File: src/rtl/cfi_pkg.sv
package cfi_pkg;
    parameter int ADDR_W = 16;
    parameter int DATA_W = 8;
    parameter int LINE_W = 3;
    parameter int CODE_W = 6;

    localparam int ADDR_MSB   = ADDR_W - 1;
    localparam int GAP_BIT    = 6;   // byte bit that marks display data when clear
    localparam int INV_BIT    = 7;   // byte bit that selects the mask
    localparam int RFSH_IRQ_B = 6;   // refresh address bit that gates the interrupt
    localparam int PAGE_LSB   = DATA_W;

    typedef struct packed {
        logic              inv;
        logic [CODE_W-1:0] code;
    } glyph_sel_t;

    function automatic logic [DATA_W-1:0] nop_byte();
        return '0;
    endfunction

    function automatic logic [ADDR_W-1:0] make_pat_addr(
        input logic [ADDR_W-1:0] rfsh,
        input logic [CODE_W-1:0] code,
        input logic [LINE_W-1:0] line
    );
        logic [ADDR_W-1:0] page;
        page = rfsh & ~ADDR_W'({PAGE_LSB{1'b1}});
        return page | (ADDR_W'(code) << LINE_W) | ADDR_W'(line);
    endfunction

    function automatic logic [DATA_W-1:0] glyph_mask(input logic inv_n);
        return inv_n ? '0 : '1;
    endfunction
endpackage

File: src/rtl/cfi_fetch_decode.sv
module cfi_fetch_decode
    import cfi_pkg::*;
(
    input  logic              clk,
    input  logic              rst,
    input  logic [ADDR_W-1:0] bus_addr,
    input  logic [DATA_W-1:0] mem_rdata,
    input  logic              m1_act,
    input  logic              rfsh_act,
    input  logic              halt_act,
    output logic [DATA_W-1:0] cpu_rdata,
    output glyph_sel_t        sel_q,
    output logic              armed_q
);
    logic hit;

    always_comb begin
        hit = m1_act && bus_addr[ADDR_MSB] && !mem_rdata[GAP_BIT] && !halt_act;
        cpu_rdata = hit ? nop_byte() : mem_rdata;
    end

    always_ff @(posedge clk) begin
        if (rst) begin
            sel_q   <= '0;
            armed_q <= 1'b0;
        end else begin
            if (m1_act) begin
                armed_q <= hit;
                if (hit) begin
                    sel_q.inv  <= mem_rdata[INV_BIT];
                    sel_q.code <= mem_rdata[CODE_W-1:0];
                end
            end else if (rfsh_act) begin
                armed_q <= 1'b0;
            end
        end
    end

    AST_ARM_AFTER_HIT: assert property (@(posedge clk) disable iff (rst)
        hit |=> armed_q);
    AST_DISARM_RFSH: assert property (@(posedge clk) disable iff (rst)
        (rfsh_act && !m1_act) |=> !armed_q);
endmodule

File: src/rtl/cfi_pattern_addr.sv
module cfi_pattern_addr
    import cfi_pkg::*;
#(
    parameter logic [ADDR_W-1:0] BOUNDARY = 16'h4000
) (
    input  logic              clk,
    input  logic              rst,
    input  logic [ADDR_W-1:0] bus_addr,
    input  logic              rfsh_act,
    input  logic [LINE_W-1:0] scan_line,
    input  glyph_sel_t        sel_q,
    input  logic              armed_q,
    output logic [ADDR_W-1:0] pat_addr,
    output logic              pat_rd,
    output logic              load_q,
    output logic              inv_q
);
    logic below;

    always_comb begin
        pat_addr = make_pat_addr(bus_addr, sel_q.code, scan_line);
        below    = pat_addr < BOUNDARY;
        pat_rd   = rfsh_act && armed_q && below;
    end

    always_ff @(posedge clk) begin
        if (rst) begin
            load_q <= 1'b0;
            inv_q  <= 1'b0;
        end else begin
            load_q <= pat_rd;
            if (pat_rd) inv_q <= sel_q.inv;
        end
    end

    AST_RD_BELOW: assert property (@(posedge clk) disable iff (rst)
        pat_rd |-> (pat_addr < BOUNDARY));
    AST_RD_IN_RFSH: assert property (@(posedge clk) disable iff (rst)
        pat_rd |-> rfsh_act);
    AST_RD_SINGLE: assert property (@(posedge clk) disable iff (rst)
        pat_rd |=> !pat_rd);
    AST_LOAD_FOLLOWS: assert property (@(posedge clk) disable iff (rst)
        pat_rd |=> load_q);
endmodule

File: src/rtl/cfi_pixel_shift.sv
module cfi_pixel_shift
    import cfi_pkg::*;
(
    input  logic              clk,
    input  logic              rst,
    input  logic              load_q,
    input  logic              inv_q,
    input  logic [DATA_W-1:0] pat_rdata,
    input  logic              pix_ce,
    output logic              pix_out
);
    logic [DATA_W-1:0] sreg;

    always_ff @(posedge clk) begin
        if (rst) begin
            sreg <= '0;
        end else if (load_q) begin
            sreg <= pat_rdata ^ glyph_mask(inv_q);
        end else if (pix_ce) begin
            sreg <= {sreg[DATA_W-2:0], 1'b0};
        end
    end

    assign pix_out = sreg[DATA_W-1];

    AST_SHIFT_STEP: assert property (@(posedge clk) disable iff (rst)
        (!load_q && pix_ce) |=> (pix_out == $past(sreg[DATA_W-2])));
    AST_SHIFT_HOLD: assert property (@(posedge clk) disable iff (rst)
        (!load_q && !pix_ce) |=> $stable(pix_out));
endmodule

File: src/rtl/chr_fetch_intercept.sv
module chr_fetch_intercept
    import cfi_pkg::*;
#(
    parameter logic [ADDR_W-1:0] BOUNDARY = 16'h4000
) (
    input  logic              clk,
    input  logic              rst,
    input  logic [ADDR_W-1:0] bus_addr,
    input  logic [DATA_W-1:0] mem_rdata,
    input  logic              m1_act,
    input  logic              rfsh_act,
    input  logic              halt_act,
    input  logic [LINE_W-1:0] scan_line,
    input  logic              pix_ce,
    input  logic [DATA_W-1:0] pat_rdata,
    output logic [DATA_W-1:0] cpu_rdata,
    output logic [ADDR_W-1:0] pat_addr,
    output logic              pat_rd,
    output logic              pix_out,
    output logic              line_irq
);
    glyph_sel_t sel_q;
    logic       armed_q;
    logic       load_q;
    logic       inv_q;

    cfi_fetch_decode u_decode (
        .clk       (clk),
        .rst       (rst),
        .bus_addr  (bus_addr),
        .mem_rdata (mem_rdata),
        .m1_act    (m1_act),
        .rfsh_act  (rfsh_act),
        .halt_act  (halt_act),
        .cpu_rdata (cpu_rdata),
        .sel_q     (sel_q),
        .armed_q   (armed_q)
    );

    cfi_pattern_addr #(.BOUNDARY(BOUNDARY)) u_addr (
        .clk       (clk),
        .rst       (rst),
        .bus_addr  (bus_addr),
        .rfsh_act  (rfsh_act),
        .scan_line (scan_line),
        .sel_q     (sel_q),
        .armed_q   (armed_q),
        .pat_addr  (pat_addr),
        .pat_rd    (pat_rd),
        .load_q    (load_q),
        .inv_q     (inv_q)
    );

    cfi_pixel_shift u_shift (
        .clk       (clk),
        .rst       (rst),
        .load_q    (load_q),
        .inv_q     (inv_q),
        .pat_rdata (pat_rdata),
        .pix_ce    (pix_ce),
        .pix_out   (pix_out)
    );

    assign line_irq = rfsh_act && !bus_addr[RFSH_IRQ_B];

    AST_PASS_NON_M1: assert property (@(posedge clk) disable iff (rst)
        !m1_act |-> (cpu_rdata == mem_rdata));
    AST_NOP_ON_DISPLAY: assert property (@(posedge clk) disable iff (rst)
        (m1_act && bus_addr[ADDR_MSB] && !mem_rdata[GAP_BIT] && !halt_act)
        |-> (cpu_rdata == '0));
    AST_IRQ_IN_RFSH: assert property (@(posedge clk) disable iff (rst)
        line_irq |-> rfsh_act);
endmodule

File: config.mk
export PLATFORM = sky130hd
export DESIGN_NAME = chr_fetch_intercept
export DESIGN_NICKNAME = d
export VERILOG_FILES = /design/src/rtl/cfi_pkg.sv /design/src/rtl/cfi_fetch_decode.sv /design/src/rtl/cfi_pattern_addr.sv /design/src/rtl/cfi_pixel_shift.sv /design/src/rtl/chr_fetch_intercept.sv
export SDC_FILE = /design/constraint.sdc
export NUM_CORES = 1
export LEC_CHECK = 0
export BUFFER_PORTS_ARGS = -buffer_cell sky130_fd_sc_hd__buf_4
export CORE_AREA = 3 3 57 59
export DETAILED_ROUTE_END_ITERATION = 8
export DIE_AREA = 0 0 60 62
export PLACE_DENSITY = 0.78
export SYNTH_ARGS = -nofsm -noshare
export SYNTH_HDL_FRONTEND = slang
export SYNTH_SLANG_ARGS = --single-unit
File: constraint.sdc
create_clock -name clk -period 0.99 [get_ports clk]
set_input_delay 0.1485 -clock clk [delete_from_list [all_inputs] [get_ports clk]]
set_output_delay 0.1485 -clock clk [all_outputs]
set_load 0.02 [all_outputs]
# Word-level counts from Yosys, hierarchy flattened
# Index checks and enable logic that the tools add are counted.
dict set report word_totals {
  ff_bits 18
  in_bits 41
  output_inout_bits 27
  wordCells 28
}
dict set report op_classes {
  order_cmp 1
  mux 6
  bitwise_logic 3
  n_reduce_logical 12
}
# operator count
set op_table {}
lappend op_table {{8-bit two-way mux} 4}
lappend op_table {{16-bit by 15-bit less-than comparator with 1-bit output, second input constant} 1}
lappend op_table {{16-bit by 3-bit bitwise OR with 16-bit output} 1}
lappend op_table {{16-bit by 9-bit bitwise OR with 16-bit output} 1}
lappend op_table {{8-bit bitwise XOR} 1}
lappend op_table {{1-bit logical AND} 6}
lappend op_table {{2-bit nonzero test} 2}
lappend op_table {{1-bit zero test} 3}
lappend op_table {{1-bit two-way mux} 2}
lappend op_table {{2-bit AND reduction} 1}

# Longest topological paths before layout
# Gate-level depths: netlist (run 1).
dict set report logic_depth {
  word_depth 4
  depth_mapped 4
  depth_no_buf 2
}

# Hierarchy
# Synthesis (run 1) repeated with hierarchy kept, for this count alone.
dict set report hier_totals {
  hier_cells 104
  area_unflattened_um2 1038.5
}
# mod n_inst cells_per_inst area_per_inst_um2 seq_area_each_um2
set by_module_without_submodules {}
lappend by_module_without_submodules {cfi_fetch_decode 1 42 427.9 160.2}
lappend by_module_without_submodules {cfi_pixel_shift 1 38 395.4 160.2}
lappend by_module_without_submodules {cfi_pattern_addr 1 23 201.4 40.0}
lappend by_module_without_submodules {chr_fetch_intercept 1 1 13.8 0.0}

# Least setup slack after synthesis (run 1)
# OpenSTA, ideal clock, no wires.
dict set report synth_timing {
  kind {input to output}
  startpoint {input halt_act}
  endpoint {output cpu_rdata[5]}
  arrival_time_ns 0.892
  required_ns 0.841
  setup_slack_ns -0.051
  cell_stages 3
  path_buffers 1
  path_cell_list {and4bb_2 buf_6 and2b_2}
}
dict set report synth_via {
  elab_chain_cells 3
}
# item line
set synth_lines {}
lappend synth_lines {{from (decl)} chr_fetch_intercept.sv:12} ;# input logic halt_act,
lappend synth_lines {{1-bit zero test} cfi_fetch_decode.sv:18} ;# hit = m1_act && bus_addr[ADDR_MSB] && !mem_rdata[GAP_BIT] && !halt_act;
lappend synth_lines {{1-bit logical AND} cfi_fetch_decode.sv:18}
lappend synth_lines {{8-bit two-way mux} cfi_fetch_decode.sv:19} ;# cpu_rdata = hit ? nop_byte() : mem_rdata;
lappend synth_lines {{to (decl)} chr_fetch_intercept.sv:16} ;# output logic [DATA_W-1:0] cpu_rdata,
# Every way passes these cells.

# Worst setup path in the final report (run 1)
dict set report layout_timing {
  startpoint {register u_decode.sel_q[5] (netlist name)}
  endpoint {output pat_addr[8]}
}
dict set report layout_via {
  elab_chain_cells 2
}
# item line
set layout_lines {}
lappend layout_lines {{16-bit by 9-bit bitwise OR with 16-bit output} cfi_pkg.sv:29} ;# return page | (ADDR_W'(code) << LINE_W) | ADDR_W'(line);
lappend layout_lines {{16-bit by 3-bit bitwise OR with 16-bit output} cfi_pkg.sv:29}
lappend layout_lines {{to (decl)} chr_fetch_intercept.sv:17} ;# output logic [ADDR_W-1:0] pat_addr,
# Every way passes these cells.

==> out/qor.csv, run 1 <==
stage,metric,value,unit
run_status,outcome,finished with violations,
run_status,violations,setup timing,
global_route,grt_antenna_before_repair,0,
yosys,yosys.area_share.adder,0,%
timing,finalCritPeriodShare,113,%
cells_and_area,post-route-cell-area,1500,µm²
yosys,syn_inst_count,105,
floorplanning,die_w,60,µm
floorplanning,die_outline_area,3720,µm²
setup_path,r2r_setup_slack,0.05,ns
clock_tree,cts_root_buf,sky130_fd_sc_hd__clkbuf_4,
drt,drtIter0Drc,14,
setup_path,cp_num_cells,2,
cells_and_area,diodes,0,
yosys,synth_simple_gate_area_share,21.7,%
placement,placed_cell_area,1310,µm²
timing,minimum_period_implied_by_the_final_worst_setup_slack,1.12,ns
clock_tree,cts_inserted_buffers,3,
placement,post-dp-hpwl,1.72,mm
yosys,post_synthesis_mux_area_share,14.5,%
placement,finalWeightedCongestion,0.759,
yosys,synth.avg_cell_area,9.83,µm²
setup_path,arrival,0.97,ns
timing,slew_violations,0,
drt,drt.antenna.violating_nets,0,
setup_path,cp_num_buf_inv,1,
yosys,yosys.cell_types.count,21,
cells_and_area,filler_cell_count,249,
drt,detail_route.first_pass.iterations,4,
drt,drc,0,
job,max_cap_viol_count,0,
timing,clock_skew,0.00202,ns
yosys,yosysWarnings,0,
global_route,first_global_vias,855,
yosys,synth_sequential_area_ratio,34.9,%
timing,fin_setup_tns,-0.836,ns
timing,final_critical_path_setup_slack,-0.126,ns
timing,fin_worst_hold_slack,0.129,ns
setup_path,reg2reg_launch_point,u_addr.load_q$_SDFF_PP0_,
floorplanning,ioPinCount,68,
yosys,synth_top_family_by_area,simple AND/OR/NAND/NOR gates,
global_route,total_routing_usage_reported_by_global_routing,13.4,%
power,max-vdd-ir-drop,0.000832,V
clock_tree,path_clk_slew,0.10,ns
setup_path,crit_path_capture_type,primary output,
setup_path,worstRegToRegCells,2,
timing,grt_setup_unrepaired,yes,
setup_path,critPathMaxStageDelay,0.34,ns
timing,fmax,896,MHz
clock_tree,clk_latency,0.29,ns
clock_tree,numClockSinks,18,
floorplanning,die_h,62,µm
clock_tree,cts-root-to-sink-buffers,2,
setup_path,timing.critical_path.slowest_stage_cell,sky130_fd_sc_hd__dfxtp_2,
setup_path,crit_path_cells,or2_4 > buf_6,
global_route,grt_start_max_net_pins,18,
cells_and_area,final_cell_mix,"46 x sky130_fd_sc_hd__buf_4, 16 x sky130_fd_sc_hd__nand2b_1, 15 x sky130_fd_sc_hd__mux2i_1, 15 x sky130_fd_sc_hd__dfxtp_1, 13 x sky130_fd_sc_hd__buf_6",
floorplanning,placement_rows,19,
global_route,grt_pass1_wl,3.73,mm
yosys,compound_gate_fraction_of_synth_area,6.06,%
timing,timing.final.setup_violations,9,
power,power_per_cell_area,1010,nW/µm²
timing,worst_pin_slew,0.311,ns
cells_and_area,fraction_of_layout_cells_with_a_size_suffix_above_1,54.1,%
cells_and_area,relative_area_change_from_synthesis_to_final_layout,45.6,%
yosys,netlist_area,1030,µm²
cells_and_area,utilization,54.5,%
global_route,total_global_routing_overflow,0,
floorplanning,floorplan.initialDensity,37.4,%
timing,final_hold_viol_count,0,
yosys,synth_fp_nets,146,
setup_path,critPathLaunchType,flop,
cells_and_area,layout_commonest_cell,sky130_fd_sc_hd__buf_4,
setup_path,critPathKind,reg -> out,
min_path,hp-class,in -> reg,
clock_tree,tritoncts,done,
drt,total_detailed_routing_wirelength,2.45,mm
setup_path,crit_start,u_decode.sel_q[5]$_SDFFE_PP0P_,
timing,timing.max_slew.rel_slack,79.3,%
power,static_leak,0.000716,µW
setup_path,worstPathRequired,0.84,ns
clock_tree,cts-htree-levels,1,
setup_path,worstPathMaxFanout,2,
drt,wl_per_cell,13.7,µm
placement,placement.io_buffers,44,
placement,dpl_worst_slack,-0.227,ns
cells_and_area,design.final.nets,190,
yosys,synthXorXnorAreaFrac,6.79,%
setup_path,capturing_point_of_the_worst_reg2reg_path,u_shift.sreg[0]$_SDFFE_PP0P_,
drt,viasPerCell,4.82,
setup_path,crit_family,flip-flops,
yosys,register_bit_count_reported_by_yosys,18,
drt,vias,862,
setup_path,crit_end,pat_addr[8],
clock_tree,cts_hold_repair.buffers,0,
floorplanning,floorplan_core_area,2760,µm²
-- power breakdown --
group          leakage (µW)  total, µW  switching (µW)  internal [µW]
Clock             0.0000210        445             222            224
Combinational      0.000548        336             135            201
Sequential         0.000147        735            3.90            731
-- worst min-delay path by stage --
stage                       startpoint                             end  slack (ns)  depth (start not counted)
final                     mem_rdata[5]  u_decode.sel_q[5]$_SDFFE_PP0P_        0.13                          3
after global routing            pix_ce    u_shift.sreg[0]$_SDFFE_PP0P_        0.12                          3
after CTS                 mem_rdata[3]  u_decode.sel_q[3]$_SDFFE_PP0P_        0.11                          3
after detailed placement  scan_line[0]                     pat_addr[0]        0.30                          0
after global placement    scan_line[0]                     pat_addr[0]        0.30                          0
after floorplan           mem_rdata[0]  u_decode.sel_q[0]$_SDFFE_PP0P_        0.30                          2
-- sequential cells by signal, indices dropped and copies added (netlist names) --
| register | cells |
|---|---|
| u_decode.armed_q | 1 |
| u_decode.sel_q | 7 |
| u_addr.load_q | 1 |
| u_shift.sreg | 8 |
| u_addr.inv_q | 1 |
-- layer usage --
| layer | share of wire [%] | routed length, µm | global-route usage [%] |
|---|---|---|---|
| met1 | 37 | 916 | 13.4 |
| met2 | 55 | 1360 | 26.4 |
| met3 | 7.0 | 172 | 2.89 |
| met4 | 0.29 | 7 | 5.70 |
| met5 | 0 | 0 | 0 |
-- stage by stage --
step                      cells  total power [µW]
after detailed placement    165              1040
after global placement      165              1040
after floorplan             105               948
final                       179              1520
after global routing        179              1600
after CTS                   171              1520
-- cells by family (layout without fill, tap and decap cells) --
logic type,Yosys count,in the layout
AO/OA/AOI/OAI,9,9
XOR/XNOR,8,8
buffers and inverters,24,66
flip-flops,18,18
multiplexers,15,15
AND/OR/NAND/NOR,31,32
-- timing repair --
item	4_1_cts	5_1_grt
pin swaps	4	2
setup buffers	1	9
setup endpoints to repair	10	9
gates resized for setup	15	7
gates cloned	1	0
-- cell usage after synthesis --
cell type	n	share of area (%)
sky130_fd_sc_hd__xor2_1	8	6.8
sky130_fd_sc_hd__nand4bb_1	1	1.1
sky130_fd_sc_hd__o21ba_2	1	0.97
sky130_fd_sc_hd__buf_2	3	1.5
sky130_fd_sc_hd__and4bb_2	1	1.2
sky130_fd_sc_hd__nor2_1	1	0.36
sky130_fd_sc_hd__o21ai_2	1	0.85
sky130_fd_sc_hd__and2b_2	5	4.2
sky130_fd_sc_hd__nor2b_1	3	1.8
sky130_fd_sc_hd__buf_4	15	11
sky130_fd_sc_hd__o22ai_1	7	4.2
sky130_fd_sc_hd__dfxtp_1	18	35
sky130_fd_sc_hd__clkbuf_1	3	1.1
sky130_fd_sc_hd__buf_6	2	2.2
sky130_fd_sc_hd__or2_2	1	0.61
sky130_fd_sc_hd__nor3b_1	1	0.73
sky130_fd_sc_hd__inv_1	1	0.36
sky130_fd_sc_hd__nand2b_1	16	9.7
sky130_fd_sc_hd__mux2i_1	15	15
sky130_fd_sc_hd__or2_1	1	0.61
sky130_fd_sc_hd__or4b_4	1	1.3
-- final cells by class --
type                            instances  area [µm²]  share of cell area (%)
Inverter                                1        3.75                   0.250
Sequential cell                        18         364                    24.2
Timing Repair Buffer                   61         527                    35.1
Multi-Input combinational cell         64         533                    35.5
Clock buffer                            4        36.3                    2.41
Tap cell                               31        38.8                    2.58
-- worst register-to-register path, stage by stage (launching register included) --
cell                      delay, ns
sky130_fd_sc_hd__dfxtp_2       0.34
sky130_fd_sc_hd__or4b_4        0.48
sky130_fd_sc_hd__o21ai_2       0.07
Note: power is estimated with default switching activity, not from simulation.
==> inputs of run 2 (changes only) <==
CORE_AREA = 3 3 55 57   (was 3 3 57 59)
DIE_AREA = 0 0 58 60   (was 0 0 60 62)
PLACE_DENSITY = 0.8   (was 0.78)
clock period = 1.25 ns   (was 0.99 ns; I/O delays follow)
==> run 2 against run 1 <==
  * The flow now finishes without violations
  * Register-to-register slack better by 0.15 ns
  * Count of clock-buffer cells in the layout decreased by 1
  * Highest routed layer unchanged
  * First-iteration DRC count up 7.1%
  * Via count fell by 11%
  * Die area fell by 6.5%
  * Flip-flop and latch count is the same
  * Critical path type is now in -> out
  * Total power decreased by 28%
  * Sequential power decreased by 21%
==> out/qor.csv, run 2 (synthesis results as in run 1) <==
stage,metric,value,unit,change
timing,final_hold_viol_count,0,,unchanged
power,power_report.internal_total,824,µW,-29%
timing,slew_violations,0,,unchanged
drt,drt.antenna.violating_nets,0,,unchanged
cells_and_area,filler_cell_count,243,,-2.4%
placement,finalWeightedCongestion,0.760,,+0.18%
placement,post-dp-hpwl,1.65,mm,-4.1%
clock_tree,cts_root_buf,sky130_fd_sc_hd__clkbuf_4,,
timing,worst_pin_slew,0.455,ns,+0.144 ns
cells_and_area,multiInputGateArea,513,µm²,-3.8%
floorplanning,placement_rows,18,,-1
min_path,hp-class,in -> reg,,
cells_and_area,diodes,0,,unchanged
cells_and_area,biggestRegsByFlops,"u_shift.sreg (8), u_decode.sel_q (7)",,
global_route,first_global_vias,835,,-2.3%
floorplanning,die_h,60,µm,-3.2%
timing,fin_setup_tns,0,ns,+0.836 ns
power,total_switching_power,262,µW,-27%
cells_and_area,design.final.nets,176,,-7.4%
setup_path,arrival,1.03,ns,+0.06 ns
placement,dpl_worst_slack,-0.0251,ns,+0.202 ns
cells_and_area,relative_area_change_from_synthesis_to_final_layout,27.6,%,
floorplanning,die_w,58,µm,-3.3%
clock_tree,numClockSinks,18,,unchanged
timing,grt_setup_unrepaired,yes,,
cells_and_area,ff_latch_area,362,µm²,-0.69%
timing,clock_skew,0.00748,ns,+0.00546 ns
drt,wl_per_cell,13.0,µm,-5.0%
job,max_cap_viol_count,0,,unchanged
power,power_per_cell_area,825,nW/µm²,-18%
setup_path,critPathKind,in -> out,,
cells_and_area,utilization,52.2,%,-2.3 points
power,static_leak,0.000618,µW,-14%
cells_and_area,layout_commonest_cell,sky130_fd_sc_hd__buf_4,,
drt,drtIter0Drc,15,,+1
global_route,grt_start_max_net_pins,21,,+3
timing,timing.max_slew.rel_slack,69.6,%,-9.6 points
timing,finalCritPeriodShare,97.1,%,
clock_tree,tritoncts,done,,
cells_and_area,largest_register_ffs,8,,unchanged
drt,total_detailed_routing_wirelength,2.12,mm,-13%
setup_path,worstPathRequired,1.06,ns,+0.22 ns
power,p_seq_share,53.6,%,+5.1 points
clock_tree,cts_hold_repair.buffers,0,,unchanged
setup_path,critPathLaunchType,input pin,,
clock_tree,cts-htree-levels,1,,unchanged
cells_and_area,final_cell_mix,"43 x sky130_fd_sc_hd__buf_4, 17 x sky130_fd_sc_hd__dfxtp_1, 16 x sky130_fd_sc_hd__nand2b_1, 15 x sky130_fd_sc_hd__mux2i_1, 8 x sky130_fd_sc_hd__xor2_1",,
cells_and_area,max_flop_register,u_shift.sreg,,
drt,vias,769,,-11%
setup_path,crit_path_capture_type,primary output,,
floorplanning,floorplan_core_area,2520,µm²,-8.5%
floorplanning,ioPinCount,68,,unchanged
timing,fin_worst_hold_slack,0.163,ns,+0.0343 ns
global_route,grt_antenna_before_repair,0,,unchanged
power,report.power.total,1090,µW,-28%
timing,fmax,824,MHz,
power,swShare,24.1,%,+0.40 points
floorplanning,floorplan.initialDensity,40.9,%,+3.5 points
clock_tree,path_clk_slew,0.10,ns,about the same
clock_tree,cts-root-to-sink-buffers,2,,unchanged
global_route,grt_pass1_wl,3.62,mm,-2.8%
drt,detail_route.first_pass.iterations,3,,-1
setup_path,worstPathMaxFanout,8,,+6
drt,viasPerCell,4.72,,-2.0%
clock_tree,cts_inserted_buffers,3,,unchanged
timing,final_critical_path_setup_slack,0.0363,ns,+0.163 ns
power,power.share.clock,25.2,%,-4.2 points
cells_and_area,fraction_of_layout_cells_with_a_size_suffix_above_1,46.6,%,-7.4 points
timing,timing.final.setup_violations,0,,-9
power,combPwrFrac,21.2,%,-1.0 points
global_route,total_global_routing_overflow,0,,unchanged
global_route,total_routing_usage_reported_by_global_routing,13.3,%,-0.070 points
power,max-vdd-ir-drop,0.000684,V,-18%
floorplanning,die_outline_area,3480,µm²,-6.5%
placement,placement.io_buffers,44,,unchanged
run_status,outcome,"finished, final reports clean",,
drt,drc,0,,unchanged
timing,minimum_period_implied_by_the_final_worst_setup_slack,1.21,ns,
clock_tree,clk_latency,0.28,ns,about the same
[run 2: power by group through the flow]
stage / clock, µW / sequential [µW] / combinational, µW
detailed placement: 0 / 595 / 221
global placement: 0 / 595 / 217
finish: 274 / 582 / 230
floorplan: 0 / 594 / 157
CTS: 291 / 582 / 229
global route: 310 / 583 / 247
[run 2: layout make-up]
cell class / instances / area share (%)
multi-input cells: 63 / 38.9
repair buffers: 48 / 28.8
inverters: 1 / 0.285
well taps: 30 / 2.85
clock buffers: 3 / 1.71
flip-flops and latches: 18 / 27.4
[run 2: stage by stage]
stage          instance area (µm²)  cells
2_1_floorplan                 1030    105
3_3_place_gp                  1260    159
3_5_place_dp                  1260    159
4_1_cts                       1300    162
5_1_grt                       1320    163
6_report                      1320    163
[run 2: worst max-delay path, stage by stage]
cell and delay (ns):
sky130_fd_sc_hd__buf_6 0.09, sky130_fd_sc_hd__and4bb_4 0.37, sky130_fd_sc_hd__and2b_2 0.23, sky130_fd_sc_hd__buf_4 0.15
[run 2: repair_timing]
item	CTS	global route
pin swaps	0	1
endpoints found under the setup margin	7	8
gates cloned	0	0
resized for setup	5	3
buffers inserted	0	1
[run 2: per-layer routing]
layer,global-route usage (%),up-vias,part of all wire (%),wire (µm)
met1,14.7,343,41,865
met2,24.7,34,51,1080
li1,-,390,-,-
met4,1.66,0,0.24,5
met5,0,-,0,0
met3,5.18,2,8.2,174
[run 2: path summary, 6_finish.rpt]
| path | start | endpoint | slack, ns | depth (start not counted) |
|---|---|---|---|---|
| max | halt_act | cpu_rdata[1] | 0.04 | 4 |
| max reg2reg | u_addr.inv_q$_SDFFE_PP0P_ | u_shift.sreg[1]$_SDFFE_PP0P_ | 0.20 | 2 |
| min reg2reg | u_decode.sel_q[4]$_SDFFE_PP0P_ | u_decode.sel_q[4]$_SDFFE_PP0P_ | 0.48 | 2 |
| min | rst | u_addr.load_q$_SDFF_PP0_ | 0.16 | 2 |
==> inputs of run 3 (changes only) <==
CELL_PAD_IN_SITES_DETAIL_PLACEMENT = 0   (was not set)
CELL_PAD_IN_SITES_GLOBAL_PLACEMENT = 1   (was not set)
CORE_AREA = 2 2 63 65   (was 3 3 55 57)
DIE_AREA = 0 0 65 67   (was 0 0 58 60)
PLACE_DENSITY = 0.82   (was 0.8)
==> run 3 against run 2 <==
  * Setup slack got worse by 0.044 ns
  * Cell count rose by 13%
  * The run now ends with setup timing left
  * Critical path depth rose by 1
  * Sequential share of layout area fell by 1.9 points
  * Routed wire length fell by 1.5%
  * First-iteration DRC count rose by 6.7%
  * Sequential power barely moved
  * Count of clock-buffer cells in the layout rose by 1
  * Maximum frequency fell by 3.5%
  * Clock skew fell by 0.0048 ns
  * Die area rose by 25%
  * Highest routed layer unchanged
  * Critical path type unchanged
==> out/qor.csv, run 3 (synthesis results as in run 1) <==
stage,metric,value,unit,change
cells_and_area,layout_commonest_cell,sky130_fd_sc_hd__buf_4,,
power,report.power.total,1280,µW,+18%
setup_path,worstPathRequired,1.06,ns,about the same
global_route,total_routing_usage_reported_by_global_routing,10.3,%,-3.0 points
cells_and_area,largest_register_ffs,8,,unchanged
setup_path,capturing_point_of_the_worst_reg2reg_path,u_shift.sreg[6]$_SDFFE_PP0P_,,
setup_path,worstRegToRegCells,2,,unchanged
floorplanning,die_w,65,µm,+12%
cells_and_area,filler_cell_count,369,,+52%
clock_tree,clk_latency,0.25,ns,-0.03 ns
drt,detail_route.first_pass.iterations,4,,+1
clock_tree,numClockSinks,18,,unchanged
floorplanning,floorplan.initialDensity,28.6,%,-12 points
timing,finalCritPeriodShare,101,%,+3.5 points
global_route,grt_max_usage_layer,met2,,
floorplanning,placement_rows,22,,+4
global_route,gr-usage-met2,19.6,%,-5.1 points
min_path,min_from,mem_rdata[3],,
power,max-vdd-ir-drop,0.000436,V,-36%
cells_and_area,design.final.nets,178,,+1.1%
clock_tree,cts-htree-levels,1,,unchanged
setup_path,crit_path_capture_type,primary output,,
timing,worst_pin_slew,0.468,ns,+0.0135 ns
timing,slew_violations,0,,unchanged
timing,timing.final.setup_violations,4,,+4
global_route,grt_antenna_before_repair,0,,unchanged
drt,vias,764,,-0.65%
global_route,grt_start_max_net_pins,21,,unchanged
floorplanning,die_outline_area,4360,µm²,+25%
power,power_per_cell_area,909,nW/µm²,+10%
clock_tree,cts-root-to-sink-buffers,2,,unchanged
cells_and_area,final_cell_mix,"40 x sky130_fd_sc_hd__buf_4, 18 x sky130_fd_sc_hd__dfxtp_1, 16 x sky130_fd_sc_hd__nand2b_1, 15 x sky130_fd_sc_hd__mux2i_1, 9 x sky130_fd_sc_hd__buf_6",,
placement,placement.io_buffers,44,,unchanged
drt,drc,0,,unchanged
run_status,outcome,finished with violations,,
global_route,grt_pass1_wl,3.50,mm,-3.4%
drt,wl_per_cell,11.4,µm,-13%
global_route,first_global_vias,803,,-3.8%
setup_path,reg2reg_launch_point,u_addr.inv_q$_SDFFE_PP0P_,,
min_path,timing.hold.worst_path_depth,3,,+1
floorplanning,floorplan_core_area,3610,µm²,+43%
global_route,grtUsageMet1,10.7,%,-4.0 points
power,static_leak,0.000651,µW,+5.3%
run_status,violations,setup timing,,
clock_tree,tritoncts,done,,
global_route,total_global_routing_overflow,0,,unchanged
timing,final_hold_viol_count,0,,unchanged
min_path,hp-class,in -> reg,,
timing,timing.max_slew.rel_slack,68.7,%,-0.90 points
global_route,use_met3,3.55,%,-1.6 points
timing,grt_setup_unrepaired,yes,,
setup_path,crit_start,halt_act,,
clock_tree,cts_root_buf,sky130_fd_sc_hd__clkbuf_8,,
cells_and_area,fraction_of_layout_cells_with_a_size_suffix_above_1,47.8,%,+1.2 points
floorplanning,die_h,67,µm,+12%
floorplanning,ioPinCount,68,,unchanged
placement,post-dp-hpwl,1.60,mm,-3.2%
min_path,min_to,u_decode.sel_q[3]$_SDFFE_PP0P_,,
setup_path,arrival,1.07,ns,+0.04 ns
cells_and_area,relative_area_change_from_synthesis_to_final_layout,36.6,%,
cells_and_area,max_flop_register,u_shift.sreg,,
timing,final_critical_path_setup_slack,-0.00804,ns,-0.0443 ns
drt,drt.antenna.violating_nets,0,,unchanged
clock_tree,cts_hold_repair.buffers,0,,unchanged
cells_and_area,multiInputGateArea,509,µm²,-0.73%
setup_path,worstPathMaxFanout,10,,+2
cells_and_area,biggestRegsByFlops,"u_shift.sreg (8), u_decode.sel_q (7)",,
drt,drtIter0Drc,16,,+1
clock_tree,path_clk_slew,0.07,ns,-0.03 ns
cells_and_area,stdcell_count,184,,+13%
setup_path,critPathKind,in -> out,,
placement,placed_cells_incl_taps,178,,+12%
drt,total_detailed_routing_wirelength,2.09,mm,-1.5%
drt,viasPerCell,4.15,,-12%
cells_and_area,diodes,0,,unchanged
setup_path,critPathLaunchType,input pin,,
timing,fmax,795,MHz,-3.5%
cells_and_area,utilization,39.1,%,-13 points
clock_tree,cts_inserted_buffers,3,,unchanged
timing,clock_skew,0.00266,ns,-0.00483 ns
job,max_cap_viol_count,0,,unchanged
placement,finalWeightedCongestion,0.635,,-17%
timing,minimum_period_implied_by_the_final_worst_setup_slack,1.26,ns,+0.0443 ns
setup_path,r2r_setup_slack,0.19,ns,about the same
cells_and_area,ff_latch_area,360,µm²,-0.35%
## run 3: power breakdown
group	internal (µW)	switching, µW	total [µW]
Combinational	139	97.4	237
Clock	279	184	463
Sequential	579	2.89	582
## run 3: critical path, cell delays in order
cell and delay [ns]:
sky130_fd_sc_hd__buf_6 0.09, sky130_fd_sc_hd__and4bb_2 0.31, sky130_fd_sc_hd__buf_12 0.13, sky130_fd_sc_hd__and2b_2 0.22, sky130_fd_sc_hd__buf_6 0.13
## run 3: timing repair
item,in CTS,in global routing
setup buffers,1,1
setup endpoints to repair,6,7
gates resized for setup,9,1
pin swaps,1,2
## run 3: how the worst max path moves through the flow
stage | endpoint | slack, ns | cells past startpoint
finish | cpu_rdata[1] | -0.008 | 5
global route | cpu_rdata[1] | -0.03 | 5
CTS | cpu_rdata[3] | -0.02 | 5
detailed placement | cpu_rdata[3] | -0.06 | 5
global placement | cpu_rdata[3] | -0.04 | 5
floorplan | cpu_rdata[5] | 0.13 | 3
## run 3: area by class of cell
cell class / instances / area share, %
repair buffers: 50 / 29.9
flip-flops and latches: 18 / 25.6
well taps: 48 / 4.26
inverters: 1 / 0.266
clock buffers: 4 / 3.90
multi-input cells: 63 / 36.1
## run 3: layer usage
layer	vias up	share of wire (%)
met4	0	0.48
met5	-	0
met1	339	37
met2	30	54
li1	391	-
met3	4	8.6
## run 3: through the flow
step	setup WS, ns	instance area (µm²)	hold slack, ns	TNS, ns
global route	-0.0323	1410	0.198	-0.143
CTS	-0.0169	1400	0.201	-0.0661
detailed placement	-0.0562	1300	0.375	-0.271
finish	-0.00804	1410	0.208	-0.0198
floorplan	0.131	1030	0.342	0
global placement	-0.0436	1300	0.375	-0.208
